**config.mk**
```make
export PLATFORM = sky130hd
export DESIGN_NAME = mouse_pkt_enc
export DESIGN_NICKNAME = d
export VERILOG_FILES = /design/src/rtl/mpe_pkg.sv /design/src/rtl/mpe_datapath.sv /design/src/rtl/mpe_ctrl.sv /design/src/rtl/mouse_pkt_enc.sv
export SDC_FILE = /design/constraint.sdc
export NUM_CORES = 1
export LEC_CHECK = 0
export ABC_AREA = 1
export BUFFER_PORTS_ARGS = -buffer_cell sky130_fd_sc_hd__buf_4
export CAP_MARGIN = 20
export CORE_MARGIN = 4
export CORE_UTILIZATION = 57
export CTS_CLUSTER_DIAMETER = 30
export DETAILED_ROUTE_END_ITERATION = 10
export PLACE_DENSITY = 0.95
export SKIP_CTS_REPAIR_TIMING = 1
export SYNTH_ARGS = -nofsm -noshare
export SYNTH_HDL_FRONTEND = slang
export SYNTH_SLANG_ARGS = --single-unit
```
**constraint.sdc**
```tcl
create_clock -name clk -period 4.19 [get_ports clk]
set_input_delay 0.2095 -clock clk [delete_from_list [all_inputs] [get_ports clk]]
set_output_delay 0.2095 -clock clk [all_outputs]
set_load 0.01 [all_outputs]
```
**src/rtl/mpe_pkg.sv**
```systemverilog
package mpe_pkg;
  localparam int BYTE_W   = 8;
  localparam int PKT_LEN  = 5;
  localparam int SAT_MAX  = (1 << (BYTE_W - 1)) - 1;
  localparam int BTN_N    = 3;
  localparam logic [BYTE_W-1:0] HDR_BASE = 8'h87;

  typedef struct packed {
    logic load;   // capture a new report into the byte slots
    logic shift;  // advance to the next byte of the packet
  } mpeStrobe_t;
endpackage

```
**src/rtl/mpe_datapath.sv**
```systemverilog
module mpe_datapath
  import mpe_pkg::*;
#(
  parameter int DW = 16
) (
  input  logic                     clk,
  input  logic                     rstN,
  input  mpeStrobe_t               strobe,
  input  logic [DW-1:0]            dx,
  input  logic [DW-1:0]            dy,
  input  logic [BTN_N-1:0]         btn,
  output logic [BYTE_W-1:0]        byteOut
);
  localparam int EW = DW + 1;
  localparam logic signed [EW-1:0] SAT_P = EW'(SAT_MAX);
  localparam logic signed [EW-1:0] SAT_N = -SAT_P;

  logic [DW-1:0]     axisIn [2];
  logic [BYTE_W-1:0] axisByte [2];
  logic [BYTE_W-1:0] hdrByte;
  logic [BYTE_W-1:0] slot [PKT_LEN];

  assign axisIn[0] = dx;
  assign axisIn[1] = dy;

  // Axis 0 passes through, axis 1 is negated; both clamp in DW+1 bits.
  for (genvar a = 0; a < 2; a++) begin : g_axis
    localparam bit NEG = (a == 1);
    logic signed [EW-1:0] ext;
    logic signed [EW-1:0] val;
    always_comb begin
      ext = {axisIn[a][DW-1], axisIn[a]};
      val = NEG ? -ext : ext;
      if (val > SAT_P)      axisByte[a] = SAT_P[BYTE_W-1:0];
      else if (val < SAT_N) axisByte[a] = SAT_N[BYTE_W-1:0];
      else                  axisByte[a] = val[BYTE_W-1:0];
    end
  end

  // Header: button flags are active-low over a fixed pattern.
  for (genvar i = 0; i < BYTE_W; i++) begin : g_hdr
    if (i < BTN_N) begin : g_btn
      assign hdrByte[i] = HDR_BASE[i] & ~btn[i];
    end else begin : g_fix
      assign hdrByte[i] = HDR_BASE[i];
    end
  end

  always_ff @(posedge clk) begin
    if (!rstN) begin
      for (int k = 0; k < PKT_LEN; k++) slot[k] <= '0;
    end else if (strobe.load) begin
      slot[0] <= hdrByte;
      slot[1] <= axisByte[0];
      slot[2] <= axisByte[1];
      for (int k = 3; k < PKT_LEN; k++) slot[k] <= '0;
    end else if (strobe.shift) begin
      for (int k = 0; k < PKT_LEN - 1; k++) slot[k] <= slot[k+1];
      slot[PKT_LEN-1] <= '0;
    end
  end

  assign byteOut = slot[0];
endmodule

```
**src/rtl/mpe_ctrl.sv**
```systemverilog
module mpe_ctrl
  import mpe_pkg::*;
#(
  parameter int FREE_W = 6
) (
  input  logic              clk,
  input  logic              rstN,
  input  logic              rptValid,
  input  logic [FREE_W-1:0] fifoFree,
  output logic              rptReady,
  output logic              busy,
  output mpeStrobe_t        strobe
);
  localparam int CNT_W = $clog2(PKT_LEN);
  localparam logic [CNT_W-1:0] LAST = CNT_W'(PKT_LEN - 1);

  logic [CNT_W-1:0] cnt;
  logic             accept;

  assign rptReady = !busy && (fifoFree >= FREE_W'(PKT_LEN));
  assign accept   = rptValid && rptReady;

  always_ff @(posedge clk) begin
    if (!rstN) begin
      busy <= 1'b0;
      cnt  <= '0;
    end else if (accept) begin
      busy <= 1'b1;
      cnt  <= '0;
    end else if (busy) begin
      cnt <= cnt + 1'b1;
      if (cnt == LAST) busy <= 1'b0;
    end
  end

  always_comb begin
    strobe.load  = accept;
    strobe.shift = busy;
  end
endmodule

```
**src/rtl/mouse_pkt_enc.sv**
```systemverilog
module mouse_pkt_enc
  import mpe_pkg::*;
#(
  parameter int DW     = 16,
  parameter int FREE_W = 6
) (
  input  logic              clk,
  input  logic              rstN,
  input  logic              rptValid,
  output logic              rptReady,
  input  logic [DW-1:0]     rptDx,
  input  logic [DW-1:0]     rptDy,
  input  logic [BTN_N-1:0]  rptBtn,
  input  logic [FREE_W-1:0] fifoFree,
  output logic              pushEn,
  output logic [BYTE_W-1:0] pushData
);
  mpeStrobe_t strobe;

  mpe_ctrl #(.FREE_W(FREE_W)) u_ctrl (
    .clk(clk), .rstN(rstN), .rptValid(rptValid), .fifoFree(fifoFree),
    .rptReady(rptReady), .busy(pushEn), .strobe(strobe)
  );

  mpe_datapath #(.DW(DW)) u_dp (
    .clk(clk), .rstN(rstN), .strobe(strobe), .dx(rptDx), .dy(rptDy),
    .btn(rptBtn), .byteOut(pushData)
  );
endmodule

```
# Word level (Yosys, flattened, before mapping)
# Memory sizes are Yosys's and may differ from the RTL's.
# Cells that the tools add are included.
# word_totals
output_inout_bits	10
ramBits	40
mem_count	1
in_bits	44
reg_bits	4
# mem_list
name	words	word_bits	read_ports	rd_ports_with_merged_regs	write_ports	line	rtl
u_dp.slot	5	8	5	0	5	mpe_datapath.sv:21	logic [BYTE_W-1:0] slot [PKT_LEN];
# op_classes
mux	25
eq_ne	1
n_bitwise	14
n_lt_le_gt_ge	5
add_sub_neg	2
reduce_logical	4
# ops
cell	count
8-bit 2-to-1 mux	14
17-bit by 8-bit greater-than comparator with 1-bit output (second input constant)	1
17-bit by 8-bit < comparator with 1-bit output (second input constant)	1
16-bit negation with 17-bit output	1
16-bit by 8-bit greater-than comparator with 1-bit output (second input constant)	1
16-bit by 8-bit < comparator with 1-bit output (second input constant)	1
1-bit 2-to-1 mux	11
1-bit OR	10
6-bit by 3-bit greater-or-equal comparator with 1-bit output (second input constant)	1
1-bit NOT	4
3-bit by 1-bit adder with 3-bit output (second input constant)	1
3-bit == test (second input constant)	1
1-bit logical AND	2
2-bit OR reduction	1
1-bit zero test	1

# Logic depth before layout (Yosys ltp)
# Gate-level depths: netlist (run 1).
# depth
depth_word	8
ltp_mapped	14

# Modules after synthesis
# From an unflattened synthesis (run 1), not the netlist that was laid out.
# unflattened
cells_unflattened	296
area_unflattened_um2	2103.3
# by_module_without_submodules
mod	seq_area_each_um2	cells_per_inst	area_per_inst_um2	n_inst
mpe_datapath	720.7	261	1846.8	1
mpe_ctrl	80.1	35	256.5	1

# Least setup slack after synthesis (run 1)
# Ideal clock, no wire load.
# synth_timing
path_type	flip-flop to flip-flop
from	register u_ctrl.busy
to	memory u_dp.slot[0][0] (enable)
required_ns	3.805
t_arrival_ns	1.379
stages_incl_launch_ff	4
setup_time_ns	0.385
setup_slack_ns	2.426
cell_sequence	dfxtp_1 a21oi_1 nand2_1 nand3_1
# synth_rtl
element	line	rtl
from (decl)	mpe_ctrl.sv:11	output logic busy,
from (signal assigned)	mpe_ctrl.sv:25	busy <= 1'b0;
from (signal assigned)	mpe_ctrl.sv:28	busy <= 1'b1;
from (signal assigned)	mpe_ctrl.sv:32	if (cnt == LAST) busy <= 1'b0;
to (decl)	mpe_datapath.sv:21	

==> results of run 1 <==
## critical path, cell delays in order, from the launching register on
cell     delay, ns
dfxtp_1       0.48
a21oi_1       0.10
nand2_1       0.09
nand3_1       0.71
## stage by stage
stage | power [mW] | hold WS, ns | utilization, % | instance area [um2] | setup slack [ns]
5_1_grt | 0.663 | 0.166 | 72.4 | 2440 | 2.03
3_5_place_dp | 0.505 | 0.476 | 71.4 | 2400 | 2.19
3_3_place_gp | 0.499 | 0.461 | 71.4 | 2400 | 2.19
4_1_cts | 0.628 | 0.182 | 72.4 | 2440 | 2.24
2_1_floorplan | 0.442 | 0.374 | - | 2010 | 2.43
6_report | 0.627 | 0.182 | 72.4 | 2440 | 2.27
## flip-flops by register name, summed over array words and instances (netlist names)
register / count
u_ctrl.busy: 1
u_ctrl.cnt: 3
u_dp.slot: 24
## logic make-up (layout without fill, tap and decap cells)
kind of cell / Yosys count / count (layout) / synth area share, %
fa+ha+maj: 4 / 4 / 2.49
xor+xnor: 3 / 3 / 1.31
flops: 28 / 28 / 39.8
simple gates: 173 / 173 / 39.9
buf+inv: 43 / 90 / 9.52
compound gates: 27 / 27 / 6.96
## power groups by stage
stage                     Sequential (mW)  Clock, mW  Combinational, mW
after floorplan                     0.355          0             0.0872
after global placement              0.356          0              0.143
after detailed placement            0.357          0              0.148
after CTS                           0.351      0.129              0.148
after global routing                0.354      0.143              0.165
final                               0.351      0.129              0.147
## cell type report
type	instances	area [um2]
multi-input cells	207	1020
inverters	33	124
well taps	46	57.6
flip-flops and latches	28	801
clock buffers	4	36.3
repair buffers	53	398
fillers	260	927
## worst max-delay path by stage
| stage | from | end | slack (ns) | cells past startpoint |
|---|---|---|---|---|
| 2_1_floorplan | u_ctrl.busy | u_dp.slot[0][0] | 2.43 | 3 |
| 3_3_place_gp | fifoFree[4] | u_dp.slot[0][8] | 2.19 | 5 |
| 3_5_place_dp | fifoFree[4] | u_dp.slot[0][8] | 2.19 | 5 |
| 4_1_cts | u_ctrl.busy | u_dp.slot[0][8] | 2.24 | 3 |
| 5_1_grt | u_ctrl.busy | u_dp.slot[0][10] | 2.03 | 3 |
| 6_report | u_ctrl.busy | u_dp.slot[0][8] | 2.27 | 3 |
## cell usage in the layout, fill, tap and decap left out, types with 2 or more instances in the layout
master,n
nor4_1,3
nand3b_1,2
edfxtp_1,24
nor2_2,6
xor2_1,2
nor2_4,3
nand2_1,93
o21ai_0,18
a21oi_1,7
clkbuf_4,3
nand3_2,2
dfxtp_1,4
o21bai_1,2
nor3_1,5
nand2_2,3
inv_1,32
buf_4,53
nand3_1,23
nor2_1,27
ha_1,4
## metal layers
layer	GRT usage, %	vias up	wire (um)
li1	-	984	-
met1	20.5	820	1630
met4	9.11	0	87
met2	38.9	64	2180
met5	0	-	0
met3	2.66	13	238
==> impl_metrics.tcl, run 1 <==
set metrics [dict create \
    htreeDepth 1 \
    syn_area_per_cell_um2 7.24 \
    drc 0 \
    io_buffers 53 \
    fin_setup_tns_ns 0 \
    cts_root_buffer "clkbuf_4" \
    ys_seq_elements 28 \
    worstMarginPinSlew_ns 1.03 \
    cts.path.max_buffers 2 \
    clock-sinks 28 \
    synth_warnings 0 \
    power.density_nw_per_um2 257 \
    dp_cells 367 \
    die_x_um 67.4 \
    p_sw_mw 0.169 \
    rsz0062_at_grt "no" \
    startpoint_type "register" \
    wire_per_inst_um 11.1 \
    critPathRequiredTime_ns 4.00 \
    grt_pass1_vias 1788 \
    cts_tree "yes" \
    hpwlAfterDp_um 3400 \
    synth_top_cell_area_share_pct 35.8 \
    synth-edff-count 24 \
    drv_cap 0 \
    drt_iter0_markers 136 \
    drt-pass1-iter-count 4 \
    synth_cells 278 \
    insertion_delay_ns 0.33 \
    setup_viol 0 \
    cts.clk_slew.worst_paths_ns 0.14 \
    power_frac_seq_pct 55.9 \
    synthTopCellsByCount "93 x nand2_1, 32 x inv_1, 27 x nor2_1" \
    num_rows 21 \
    critPathCaptureType "register" \
    grt_pass1_wl_um 6940 \
    core_region_area_um2 3360 \
    layout-drive-gt1-share_pct 23.4 \
    worstHoldStart "rptBtn[2]" \
    area_growth_pct 21.1 \
    yosysSeqAreaShare_pct 39.8 \
    finClkSkew_ns 0.00370 \
    nets 374 \
    grt_max_degree 25 \
    die_h_um 67.4 \
    hold_viol_final 0 \
    slew_headroom_pct 31.1 \
    outcome "finished, final reports clean" \
    synth_top_area_cell "edfxtp_1" \
    grtUsageTotal_pct 19.8 \
    ir_drop_v 0.000161 \
    cts_buffers 3 \
    synth.most_common_cell "nand2_1" \
    viasPerCell 5.07 \
    io_pins 54 \
    period_share_pct 45.8 \
    syn_area_um2 2010 \
    r2r_end "u_dp.slot[0][8]" \
    arrival_ns 1.73 \
    r2r_start "u_ctrl.busy" \
    p_leak_nw 1.17 \
    reg2reg_slack_ns 2.27 \
    max_freq_ghz 0.521 \
    initial_utilization_pct 59.8 \
    vias 1881 \
    overflow 0 \
    whs_path_depth 2 \
    die_area_um2 4540 \
    clockPowerShare_pct 20.6 \
    rr_worst_depth 3 \
    hold_end "u_dp.slot[0][2]" \
    stdcell_count 371 \
    antenna_cells 0 \
    gp_congestion 0.912 \
    finalWirelength_um 4130 \
    ys_types 28 \
    synthesis.nets 326 \
    synthTopCellsByArea "edfxtp_1 36%, nand2_1 17%, inv_1 6.0%, nand3_1 5.7%, nor2_1 5.0%" \
    period_minus_slack_ns 1.92 \
    power_frac_comb_pct 23.5 \
    synth_ff_type "edfxtp_1" \
    min_path_type "primary input to register" \
    worstSetupPathType "register to register" \
    crit_path_max_fanout 24 \
    ant_nets 0 \
    p_int_mw 0.458 \
    slew_viol_final 0 \
    async_reset_ff_share_pct 0 \
    switching_share_pct 27.0 \
    grt_antenna_before_repair 0 \
]
Power figures use the tool's default switching activity.
==> run 2, diff against run 1 <==
- CORE_UTILIZATION: 57 -> 53
- PLACE_DENSITY: 0.95 -> 0.89
- clock period: 4.19 -> 1.81 ns (I/O delays scaled with it)
==> run 2 against run 1 <==
Against the previous run: non-clock buffer count rose by 4; hold slack got worse by 0.047 ns; global-route usage decreased by 2.0 points; first-iteration DRC count fell by 40%; clock power grew to 2.9 times the previous value; core utilization decreased by 4.5 points; routed wire length increased by 5.2%; sequential cell count stayed put; critical path type is now primary input to register; critical path depth is 11 higher; die area up 6.6%; sequential power increased by 130%; combinational power rose by 140%.
==> impl_metrics.tcl, run 2 (synthesized netlist as in run 1, its figures left out) <==
set metrics [dict create \
    outcome "finished, final reports clean" \
    slew_viol_final 0 \
    core_region_area_um2 3660 \
    setup_viol 0 \
    p_int_mw 1.14 \
    die_h_um 69.6 \
    antenna_cells 0 \
    wl_met3_um 183 \
    wire_per_inst_um 11.5 \
    fin_util_pct 67.9 \
    grt_antenna_before_repair 0 \
    ant_nets 0 \
    final_common_cell "nand2_1" \
    p_sw_mw 0.404 \
    slew_headroom_pct 70.4 \
    critPathRequiredTime_ns 1.85 \
    num_rows 22 \
    drv_cap 0 \
    p_leak_nw 1.20 \
    power_frac_seq_pct 52.6 \
    drt-pass1-iter-count 4 \
    switching_share_pct 26.2 \
    worstMarginPinSlew_ns 0.444 \
    critPathCaptureType "register" \
    clockPowerShare_pct 24.4 \
    insertion_delay_ns 0.27 \
    drt_iter0_markers 82 \
    cts_tree "yes" \
    area_growth_pct 23.6 \
    wl_met1_um 1720 \
    finalInstanceArea_um2 2490 \
    p_total_mw 1.54 \
    whs_ns 0.135 \
    min_path_type "primary input to register" \
    finClkSkew_ns 0.00498 \
    power.density_nw_per_um2 620 \
    viasPerCell 5.08 \
    drc 0 \
    period_share_pct 81.4 \
    startpoint_type "primary input" \
    grt_pass1_wl_um 7190 \
    maxUsedRoutingLayer "met4" \
    arrival_ns 1.51 \
    max_freq_ghz 0.679 \
    largest_reg_flops 24 \
    io_buffers 53 \
    grt_max_degree 25 \
    grtUsageTotal_pct 17.8 \
    power_frac_comb_pct 22.9 \
    crit_path_max_fanout 6 \
    clock-sinks 28 \
    regArea_um2 801 \
    layout-drive-gt1-share_pct 24.3 \
    vias 1917 \
    grt_pass1_vias 1802 \
    rsz0062_at_grt "no" \
    fillerInstances 319 \
    regMostFlops "u_dp.slot" \
    hold_viol_final 0 \
    htreeDepth 1 \
    multi_input_area_um2 1020 \
    layout_common_cells "93 x nand2_1, 57 x buf_4, 32 x inv_1" \
    period_minus_slack_ns 1.47 \
    worstSetupPathType "primary input to register" \
    place_area_um2 2430 \
    cts.clk_slew.worst_paths_ns 0.09 \
    die_area_um2 4850 \
    finalWirelength_um 4350 \
    fin_setup_tns_ns 0 \
    die_x_um 69.6 \
    gp_congestion 0.935 \
    hpwlAfterDp_um 3600 \
    initial_utilization_pct 55.0 \
    nets 378 \
    routed-wl-met2_um 2320 \
    cts_root_buffer "clkbuf_8" \
    top_regs "u_dp.slot (24), u_ctrl.cnt (3), u_ctrl.busy (1)" \
    cts_buffers 3 \
    io_pins 54 \
    cts.path.max_buffers 2 \
    overflow 0 \
    ir_drop_v 0.000307 \
]
==> run 2: cell count changes in the layout (fill, tap and decap cells not counted), sizes merged <==
cell  before  now
buf       53   57
==> run 2: worst paths after layout <==
path	start	end	slack (ns)	depth (start not counted)
worst max-delay path	rptDy[1]	u_dp.slot[0][16]	0.34	14
worst min-delay path	rstN	u_ctrl.cnt[1]	0.14	3
worst max register to register	u_ctrl.busy	u_dp.slot[0][1]	0.40	4
worst min register to register	u_ctrl.cnt[2]	u_ctrl.cnt[2]	0.48	2
==> run 2: cell type report <==
type | instances | area share (%)
well taps | 48 | 2.41
multi-input cells | 207 | 41.0
inverters | 33 | 4.98
repair buffers | 57 | 17.2
clock buffers | 4 | 2.21
flip-flops and latches | 28 | 32.2
==> run 2: worst max-delay path, cell delays in order <==
cell and delay [ns]:
buf_4 0.12, inv_1 0.07, ha_1 0.22, nand3_4 0.13, nor2_2 0.17, nand2_1 0.06
nand2_1 0.08, nand3_1 0.09, nor2_1 0.10, nand3_1 0.09, nand2_2 0.12, nand2_1 0.06
nand2_1 0.06, nand2_1 0.05
==> run 2: power by group through the flow <==
stage / Sequential, mW / Clock [mW] / Combinational (mW)
6_report: 0.811 / 0.377 / 0.353
5_1_grt: 0.818 / 0.402 / 0.393
4_1_cts: 0.812 / 0.379 / 0.355
3_5_place_dp: 0.827 / 0 / 0.354
3_3_place_gp: 0.822 / 0 / 0.343
2_1_floorplan: 0.821 / 0 / 0.202
==> run 2: stage by stage <==
| stage | cells | setup WS (ns) |
|---|---|---|
| after floorplan | 278 | 0.0464 |
| after global placement | 373 | 0.102 |
| after detailed placement | 373 | 0.0375 |
| after CTS | 377 | 0.339 |
| after global routing | 377 | 0.108 |
| final | 377 | 0.336 |
==> run 2: routing by layer <==
metal / GRT usage (%) / up-vias
met5: 0 / -
met4: 9.36 / 0
met3: 1.45 / 11
met2: 35.1 / 57
met1: 18.4 / 854
li1: - / 995
==> run 3, diff against run 2 <==
- CORE_UTILIZATION: 53 -> 48
- PLACE_DENSITY: 0.89 -> 0.86
- clock period: 1.81 -> 1.3 ns (I/O delays scaled with it)
==> run 3 against run 2 <==
Against the previous run: the flow now finishes with violations (setup timing); clock skew down 0.0017 ns; non-clock buffer count up 28; cell area up 18%; routed wire length up 23%; sequential power up 39%; register-to-register slack worse by 0.36 ns; critical path depth down 2; core utilization up 4.7 points; combinational power up 88%; count of clock-buffer cells in the layout down 1; global-route usage up 0.57 points; largest power group unchanged.
==> impl_metrics.tcl, run 3 (synthesized netlist as in run 1, its figures left out) <==
set metrics [dict create \
    drt-pass1-iter-count 4 \
    slew_viol_final 0 \
    period_share_pct 107 \
    final_common_cell "nand2_1" \
    crit_path_max_fanout 5 \
    die_area_um2 5290 \
    grt_pass1_wl_um 7810 \
    critPathCaptureType "register" \
    antenna_cells 0 \
    worstSetupPathType "primary input to register" \
    drv_cap 0 \
    r2r_start "u_ctrl.busy" \
    min_path_type "primary input to register" \
    core_region_area_um2 4030 \
    num_rows 23 \
    grtUsageTotal_pct 18.4 \
    fin_ws_ns -0.0887 \
    cts_root_buffer "clkbuf_8" \
    cts_tree "yes" \
    power.density_nw_per_um2 771 \
    worstMarginPinSlew_ns 0.442 \
    nets 408 \
    max_freq_ghz 0.720 \
    p_total_mw 2.26 \
    grt_pass1_vias 1978 \
    drc 0 \
    die_h_um 72.7 \
    slew_headroom_pct 70.5 \
    dp_cells 402 \
    setup_viol 7 \
    critPathRequiredTime_ns 1.34 \
    hpwlAfterDp_um 3940 \
    cp_slowest_cell "a21oi_2" \
    worstHoldStart "rptBtn[2]" \
    period_minus_slack_ns 1.39 \
    arrival_ns 1.43 \
    slowest_delay_ns 0.18 \
    stdcell_count 409 \
    die_x_um 72.7 \
    layout-drive-gt1-share_pct 39.3 \
    whs_ns 0.0949 \
    drt_iter0_markers 139 \
    clock-sinks 28 \
    outcome "finished, violations left" \
    regMostFlops "u_dp.slot" \
    cts.path.max_buffers 2 \
    largest_reg_flops 24 \
    ant_nets 0 \
    io_pins 54 \
    grt_max_degree 25 \
    insertion_delay_ns 0.27 \
    gp_congestion 0.849 \
    cts.clk_slew.worst_paths_ns 0.09 \
    place_ws_ns -0.356 \
    viasPerCell 5.16 \
    hold_viol_final 0 \
    path_cells "buf_12 > inv_16 > ha_4 > nand3_4 > nor2_4 > nand2_1 > nand2_1 > nand3_1 > nor2_2 > nand3_2 > a21oi_2 > nor2_2" \
    rsz0062_at_grt "yes" \
    io_buffers 53 \
    overflow 0 \
    layout_common_cells "85 x nand2_1, 81 x buf_4, 29 x inv_1" \
    p_leak_nw 1.37 \
    grt_antenna_before_repair 0 \
    area_growth_pct 45.5 \
    startpoint_type "primary input" \
    initial_utilization_pct 49.9 \
    finClkSkew_ns 0.00328 \
    wire_per_inst_um 13.1 \
    vias 2111 \
    finalWirelength_um 5360 \
    fin_setup_tns_ns -0.488 \
    cts_buffers 3 \
    violations "setup timing" \
    top_regs "u_dp.slot (24), u_ctrl.cnt (3), u_ctrl.busy (1)" \
    cp-startpoint "rptDy[0]" \
    ir_drop_v 0.000422 \
    htreeDepth 1 \
]
run 3: cell count changes in the layout (fill, tap and decap cells not counted), moves of 5 or more:
cell	delta
nor2_1	-9
nor2_2	+5
buf_4	+24
nand2_2	+5
nand3_1	-6
nor2_4	+5
nand2_1	-8
run 3: layer usage:
layer | track usage (%) | wire [um] | up-vias
met2 | 36.5 | 3040 | 69
met3 | 1.52 | 235 | 21
li1 | - | - | 1058
met4 | 7.79 | 210 | 0
met1 | 19.4 | 1870 | 963
met5 | 0 | 0 | -
run 3: final timing paths:
| kind | to | slack [ns] | cells after the start |
|---|---|---|---|
| min reg2reg | u_ctrl.cnt[2] | 0.48 | 2 |
| max | u_dp.slot[0][17] | -0.09 | 12 |
| min | u_dp.slot[0][2] | 0.09 | 2 |
| max reg2reg | u_dp.slot[0][19] | 0.04 | 5 |
run 3: final cells by class:
cell class | instances | area (um2)
clock buffer | 3 | 41.3
multi-input combinational | 208 | 1190
clock inverter | 1 | 3.75
timing repair inverter | 1 | 7.51
inverter | 33 | 151
timing repair buffer | 85 | 671
fill | 297 | 1100
sequential | 28 | 801
tap | 50 | 62.6
run 3: power by group:
part	internal, mW	switching (mW)	total, mW
clock	0.212	0.257	0.469
combinational	0.316	0.346	0.662
sequential	1.09	0.0316	1.13
total	1.62	0.635	2.26
run 3: worst max-delay path: cells and delay by family:
family	cells	cell delay (ns)
compound gates	1	0.18
simple gates	8	0.88
buf+inv	2	0.17
fa+ha+maj	1	0.14
run 3: through the flow:
step / instance area [um2] / utilization, %
3_5_place_dp: 2720 / 67.5
3_3_place_gp: 2720 / 67.5
6_report: 2930 / 72.7
4_1_cts: 2760 / 68.6
2_1_floorplan: 2080 / -
5_1_grt: 2930 / 72.7
